## config.mk

```make
export PLATFORM = sky130hd
export DESIGN_NAME = flash_payload_locator
export DESIGN_NICKNAME = d
export VERILOG_FILES = /design/src/rtl/flp_pkg.sv /design/src/rtl/flp_bitrev.sv /design/src/rtl/flp_len_acc.sv /design/src/rtl/flash_payload_locator.sv
export SDC_FILE = /design/constraint.sdc
export NUM_CORES = 1
export LEC_CHECK = 0
export CAP_MARGIN = 20
export CORE_AREA = 2 2 90 92
export CTS_BUF_LIST = sky130_fd_sc_hd__clkbuf_4 sky130_fd_sc_hd__clkbuf_8 sky130_fd_sc_hd__clkbuf_16
export CTS_CLUSTER_DIAMETER = 120
export DETAILED_ROUTE_END_ITERATION = 10
export DIE_AREA = 0 0 92 94
export PLACE_DENSITY = 0.84
export SETUP_SLACK_MARGIN = 0.02
export SLEW_MARGIN = 30
export SYNTH_ARGS = -nofsm -noshare
export SYNTH_HDL_FRONTEND = slang
export SYNTH_SLANG_ARGS = --single-unit
```

## constraint.sdc

```tcl
create_clock -name clk -period 3.4 [get_ports clk]
set_input_delay 0.51 -clock clk [delete_from_list [all_inputs] [get_ports clk]]
set_output_delay 0.51 -clock clk [all_outputs]
set_load 0.05 [all_outputs]
```

## src/rtl/flp_pkg.sv

```systemverilog
package flp_pkg;

   localparam int unsigned BYTE_W = 8;
   localparam logic [BYTE_W-1:0] CMD_READ = 8'h03;

   typedef enum logic [3:0] {
      ST_IDLE,
      ST_OPEN,
      ST_CMD,
      ST_ADDR,
      ST_SCAN,
      ST_SKIP,
      ST_LEN,
      ST_CALC,
      ST_CLOSE,
      ST_FIN
   } flp_state_e;

endpackage

```

## src/rtl/flp_bitrev.sv

```systemverilog
module flp_bitrev #(
   parameter int unsigned W = 8
) (
   input  logic [W-1:0] din,
   output logic [W-1:0] dout
);
   for (genvar i = 0; i < W; i++) begin : g_bit
      assign dout[i] = din[W-1-i];
   end
endmodule

```

## src/rtl/flp_len_acc.sv

```systemverilog
module flp_len_acc #(
   parameter int unsigned LEN_BYTES = 4,
   parameter int unsigned ADDR_W    = 24,
   parameter int unsigned IDX_W     = 3
) (
   input  logic              clk,
   input  logic              rst_n,
   input  logic              clr,
   input  logic              wr,
   input  logic [IDX_W-1:0]  idx,
   input  logic [7:0]        byte_in,
   output logic [ADDR_W-1:0] byte_off
);
   localparam int unsigned LEN_W = 8 * LEN_BYTES;

   if (LEN_W < ADDR_W + 3) begin : g_bad_width
      $error("flp_len_acc: length field too narrow for address width");
   end

   logic [7:0]       rev_byte;
   logic [LEN_W-1:0] len_w;
   logic [LEN_W:0]   rounded;

   flp_bitrev #(.W(8)) u_rev (
      .din  (byte_in),
      .dout (rev_byte)
   );

   for (genvar g = 0; g < LEN_BYTES; g++) begin : g_lane
      logic [7:0] lane_q;
      always_ff @(posedge clk or negedge rst_n) begin
         if (!rst_n)                                 lane_q <= '0;
         else if (clr)                               lane_q <= '0;
         else if (wr && (idx == IDX_W'(g)))          lane_q <= rev_byte;
      end
      assign len_w[g*8 +: 8] = lane_q;
   end

   assign rounded  = {1'b0, len_w} + (LEN_W+1)'(7);
   assign byte_off = rounded[3 +: ADDR_W];
endmodule

```

## src/rtl/flash_payload_locator.sv

```systemverilog
module flash_payload_locator
   import flp_pkg::*;
#(
   parameter int unsigned ADDR_W     = 24,
   parameter int unsigned LEN_BYTES  = 4,
   parameter int unsigned SKIP_BYTES = 4,
   parameter logic [7:0]  SYNC_BYTE  = 8'h56
) (
   input  logic              clk,
   input  logic              rst_n,
   input  logic              start,
   output logic              xfer_req,
   output logic [7:0]        xfer_tx,
   input  logic              xfer_ack,
   input  logic [7:0]        xfer_rx,
   input  logic              tx_empty,
   output logic              cs_n,
   output logic              done,
   output logic [ADDR_W-1:0] offset
);
   localparam int unsigned ADDR_BYTES = ADDR_W / 8;
   localparam int unsigned MAX_A      = (ADDR_BYTES > SKIP_BYTES) ? ADDR_BYTES : SKIP_BYTES;
   localparam int unsigned MAX_CNT    = (MAX_A > LEN_BYTES) ? MAX_A : LEN_BYTES;
   localparam int unsigned CNT_W      = $clog2(MAX_CNT + 1);

   if ((ADDR_W % 8) != 0 || ADDR_W == 0) begin : g_bad_addr
      $error("flash_payload_locator: ADDR_W must be a nonzero multiple of 8");
   end
   if (SKIP_BYTES == 0 || LEN_BYTES == 0) begin : g_bad_counts
      $error("flash_payload_locator: SKIP_BYTES and LEN_BYTES must be nonzero");
   end

   flp_state_e        st;
   logic [CNT_W-1:0]  cnt;
   logic              req_q;
   logic [7:0]        tx_q;
   logic [7:0]        tx_next;
   logic              cs_n_q;
   logic              done_q;
   logic              reopen_q;
   logic [ADDR_W-1:0] off_q;
   logic [ADDR_W-1:0] sh_q;
   logic [ADDR_W-1:0] len_off;
   logic              fire;
   logic              accept;

   assign fire   = req_q && xfer_ack;
   assign accept = start && (st == ST_IDLE || st == ST_FIN);

   always_comb begin
      case (st)
         ST_CMD:  tx_next = CMD_READ;
         ST_ADDR: tx_next = sh_q[ADDR_W-1 -: 8];
         default: tx_next = 8'h00;
      endcase
   end

   flp_len_acc #(
      .LEN_BYTES (LEN_BYTES),
      .ADDR_W    (ADDR_W),
      .IDX_W     (CNT_W)
   ) u_len (
      .clk      (clk),
      .rst_n    (rst_n),
      .clr      (accept),
      .wr       (fire && (st == ST_LEN)),
      .idx      (cnt),
      .byte_in  (xfer_rx),
      .byte_off (len_off)
   );

   always_ff @(posedge clk or negedge rst_n) begin
      if (!rst_n) begin
         st       <= ST_IDLE;
         cnt      <= '0;
         req_q    <= 1'b0;
         tx_q     <= '0;
         cs_n_q   <= 1'b1;
         done_q   <= 1'b0;
         reopen_q <= 1'b0;
         off_q    <= '0;
         sh_q     <= '0;
      end else begin
         case (st)
            ST_IDLE, ST_FIN: begin
               if (start) begin
                  done_q   <= 1'b0;
                  reopen_q <= 1'b0;
                  sh_q     <= '0;
                  st       <= (st == ST_IDLE) ? ST_OPEN : ST_CLOSE;
               end
            end
            ST_OPEN: begin
               cs_n_q <= 1'b0;
               st     <= ST_CMD;
            end
            ST_CALC: begin
               off_q    <= len_off;
               sh_q     <= len_off;
               reopen_q <= 1'b1;
               st       <= ST_CLOSE;
            end
            ST_CLOSE: begin
               if (tx_empty) begin
                  cs_n_q <= 1'b1;
                  st     <= ST_OPEN;
               end
            end
            default: begin
               if (!req_q) begin
                  req_q <= 1'b1;
                  tx_q  <= tx_next;
               end else if (xfer_ack) begin
                  req_q <= 1'b0;
                  case (st)
                     ST_CMD: begin
                        cnt <= '0;
                        st  <= ST_ADDR;
                     end
                     ST_ADDR: begin
                        sh_q <= sh_q << 8;
                        if (cnt == CNT_W'(ADDR_BYTES - 1)) begin
                           cnt <= '0;
                           if (reopen_q) begin
                              done_q <= 1'b1;
                              st     <= ST_FIN;
                           end else begin
                              st <= ST_SCAN;
                           end
                        end else begin
                           cnt <= cnt + 1'b1;
                        end
                     end
                     ST_SCAN: begin
                        if (xfer_rx == SYNC_BYTE) begin
                           cnt <= '0;
                           st  <= ST_SKIP;
                        end
                     end
                     ST_SKIP: begin
                        if (cnt == CNT_W'(SKIP_BYTES - 1)) begin
                           cnt <= '0;
                           st  <= ST_LEN;
                        end else begin
                           cnt <= cnt + 1'b1;
                        end
                     end
                     ST_LEN: begin
                        if (cnt == CNT_W'(LEN_BYTES - 1)) begin
                           cnt <= '0;
                           st  <= ST_CALC;
                        end else begin
                           cnt <= cnt + 1'b1;
                        end
                     end
                     default: st <= ST_IDLE;
                  endcase
               end
            end
         endcase
      end
   end

   assign xfer_req = req_q;
   assign xfer_tx  = tx_q;
   assign cs_n     = cs_n_q;
   assign done     = done_q;
   assign offset   = off_q;
endmodule

```

==> flow_summary.ini <==
[sta]
fin_crit_sh_pct = 72.5
finalWorstSetupSlack_ns = 0.936
rsz0062_at_grt = no
slew_violations = 0
clock.fmax_mhz = 406
fin_skew_ns = 0.0101
hold_violations = 0
setup_viol = 0
hold_slack_ns = 0.102
relSlewSlack_pct = 58.9
finalSetupTns_ns = 0
period_needed_ns = 2.46
worstMarginPinSlew_ns = 0.614

[place]
numPlacedInstances = 601
io_buffers = 47
place_hpwl_um = 7450
post-place-ws_ns = 0.527
gp_congestion = 0.849

[synthesis]
seq_area_frac_synth_pct = 51.0
syn_area_mm2 = 0.00461
synth_edf_count = 0
syn_avg_cell_area_um2 = 9.79
synthArstFlopShare_pct = 100
yosysMostFrequentCell = dfrtp_1
ys_top_cells_by_area = dfrtp_1 50%, mux2i_1 6.5%, nand2_1 5.1%, nor2_1 4.6%, a21o_1 3.3%
yosysTopAreaCell = dfrtp_1
yosysWarnings = 0
synthTopCellsByCount = 93 x dfrtp_1, 63 x nand2_1, 56 x nor2_1, 30 x mux2i_1, 27 x a21oi_1
synth-main-ff-cell = dfrtp_1
synth_fp_nets = 490
ys_seq_elements = 94
ys_types = 56
syn_inst = 471
synth_top_area_share_pct = 50.4

[floorplanning]
rows = 32
die_x_um = 92
fp.dieH_um = 94
coreArea_mm2 = 0.00761
ios = 48
die_area_mm2 = 0.00865
initial_core_util_pct = 60.6

[clock_tree]
cts_sinks = 94
clk_latency_ns = 0.36
cts_max_level = 3
clk_path_buf_depth = 2
cts_resized = 0
root_buffer = clkbuf_8
cts_made_buffers = 9
post_cts_buffers = 0
tritoncts = built
path_clk_slew_ns = 0.10
cts_hold_buf = 0

[route]
drcViolationCount = 0
highest_layer = met4
wl_met3_um = 413
drt-initial-drc-count = 286
drt-total-wl_um = 10400
wire_per_inst_um = 16.9
antenna_left = 0
vias = 3583
dr_wl_met2_um = 5050
drt-met1-wl_um = 4820
drt_first_pass_iters = 4
vias_per_cell = 5.81

[flow_run]
maxCapViolCount = 0

[worst_setup_path]
worst_path_max_delay_cell = clkdlybuf4s50_1
critPathKind = primary input to flip-flop
crit_path_end_kind = flip-flop
worstPathArrival_ns = 2.70
max_stage_delay_ns = 0.50
startpoint_type = primary input
path_buf_inv = 1
crit_required_ns = 3.64
worstPathCellList = clkdlybuf4s50_1 -> nor4b_2 -> a2111oi_2 -> a211o_2 -> nor2b_1 -> mux2i_1 -> o21ai_1
cp_max_fo = 8
cp_top_family = simple AND/OR/NAND/NOR gates

[final_layout]
nFillCells = 578
register_area_mm2 = 0.00235
layout-drive-gt1-share_pct = 6.80
insertedDiodeCount = 0
syn_to_final_growth_pct = 15.7
layoutNonFillerInstCount = 617
multi_input_area_mm2 = 0.00210
nNetsFinal = 529

[min_path]
hold_class = primary input to async pin

[global_routing]
grt_pass1_wl_um = 17200
grt_max_degree = 51
gr-usage-all-layers_pct = 25.8
grt_pass1_vias = 3404
grt.overflow.total = 0
antenna_found_initial = 0

[power]
vdd_ir_drop_max_mv = 0.352
fin_total_pwr_w = 0.00461
p_per_area_mw_per_mm2 = 863
power_leakage_nw = 2.69

[outcome]
outcome = finished clean
[area by class of cell]
class	instances	area share, %
sequential	94	44.1
multi-input combinational	344	39.4
timing repair buffer	53	9.61
inverter	8	0.563
clock buffer	12	2.98
clock inverter	4	1.01
tap	102	2.39
[kinds of logic after synthesis]
kind of cell	count (synthesis)	share of synthesized area (%)
AO/OA/AOI/OAI	105	14.5
XOR/XNOR	23	4.37
adder cells (fa/ha/maj)	6	1.63
buffers and inverters	33	3.55
flip-flops	94	51.0
multiplexers	30	6.51
AND/OR/NAND/NOR	180	18.4
[sequential cells by signal (all words and copies together) (netlist names)]
name / cells
u_len.g_lane.lane_q: 27
sh_q: 24
offset: 24
xfer_tx: 8
xfer_req: 1
done: 1
cs_n: 1
cnt: 3
st: 4
reopen_q: 1
[metrics by stage]
stage / util (%) / area, um2
after floorplan: - / 4610
after global placement: 67.3 / 5120
after detailed placement: 67.3 / 5120
after CTS: 70.1 / 5330
after global routing: 70.2 / 5340
final: 70.2 / 5340
[worst reg2reg max path: cells and delay by family (launching register included)]
family / cells / cell delay, ns
AOI/OAI and AO/OA: 2 / 0.25
DFF: 1 / 0.74
muxes: 1 / 0.26
and+or+nand+nor: 3 / 1.08
[power breakdown]
group          total, W  switching, W  internal [W]
Combinational   0.00199       0.00127      0.000725
Sequential      0.00183      0.000360       0.00147
Clock          0.000791      0.000400      0.000391
[path summary, 6_finish.rpt]
kind                                        start                                    end  slack, ns  cells after the start
max                                    xfer_rx[5]                      st[0]$_DFFE_PN0P_       0.94                      7
min                                         rst_n                 xfer_tx[6]$_DFFE_PN0P_       0.10                      1
max reg2reg                     st[0]$_DFFE_PN0P_                      st[0]$_DFFE_PN0P_       0.95                      6
min reg2reg                offset[22]$_DFFE_PN0P_                 offset[22]$_DFFE_PN0P_       0.48                      2
max in group asynchronous                   rst_n  u_len.g_lane[1].lane_q[7]$_DFFE_PN0P_       2.55                      2
min in group clk           offset[22]$_DFFE_PN0P_                 offset[22]$_DFFE_PN0P_       0.48                      2
[per-layer routing]
metal,track usage [%],vias to the layer above
met4,7.84,0
met1,35.7,1757
met2,42.2,104
met3,4.41,12
met5,0,-
li1,-,1710
[placed cells by master (no fill, tap or decap), types with 3 or more instances in the layout]
| cell type | Yosys | final |
|---|---|---|
| a21o_1 | 20 | 20 |
| a21oi_1 | 27 | 27 |
| a2bb2oi_1 | 6 | 6 |
| a31oi_1 | 4 | 4 |
| and2_1 | 3 | 3 |
| and3_1 | 7 | 7 |
| buf_4 | 3 | 7 |
| clkbuf_8 | 0 | 11 |
| clkdlybuf4s50_1 | 0 | 46 |
| dfrtp_1 | 93 | 93 |
| ha_1 | 6 | 6 |
| inv_1 | 8 | 8 |
| mux2i_1 | 30 | 30 |
| nand2_1 | 63 | 63 |
| nand3_1 | 12 | 12 |
| nand4_1 | 6 | 6 |
| nor2_1 | 56 | 56 |
| nor2b_1 | 8 | 8 |
| nor3_1 | 3 | 3 |
| o21ai_0 | 24 | 24 |
| o21ai_1 | 6 | 6 |
| o31ai_1 | 3 | 3 |
| or3_1 | 4 | 4 |
| xnor2_1 | 12 | 12 |
| xor2_1 | 11 | 11 |
Power figures use the tool's default switching activity.
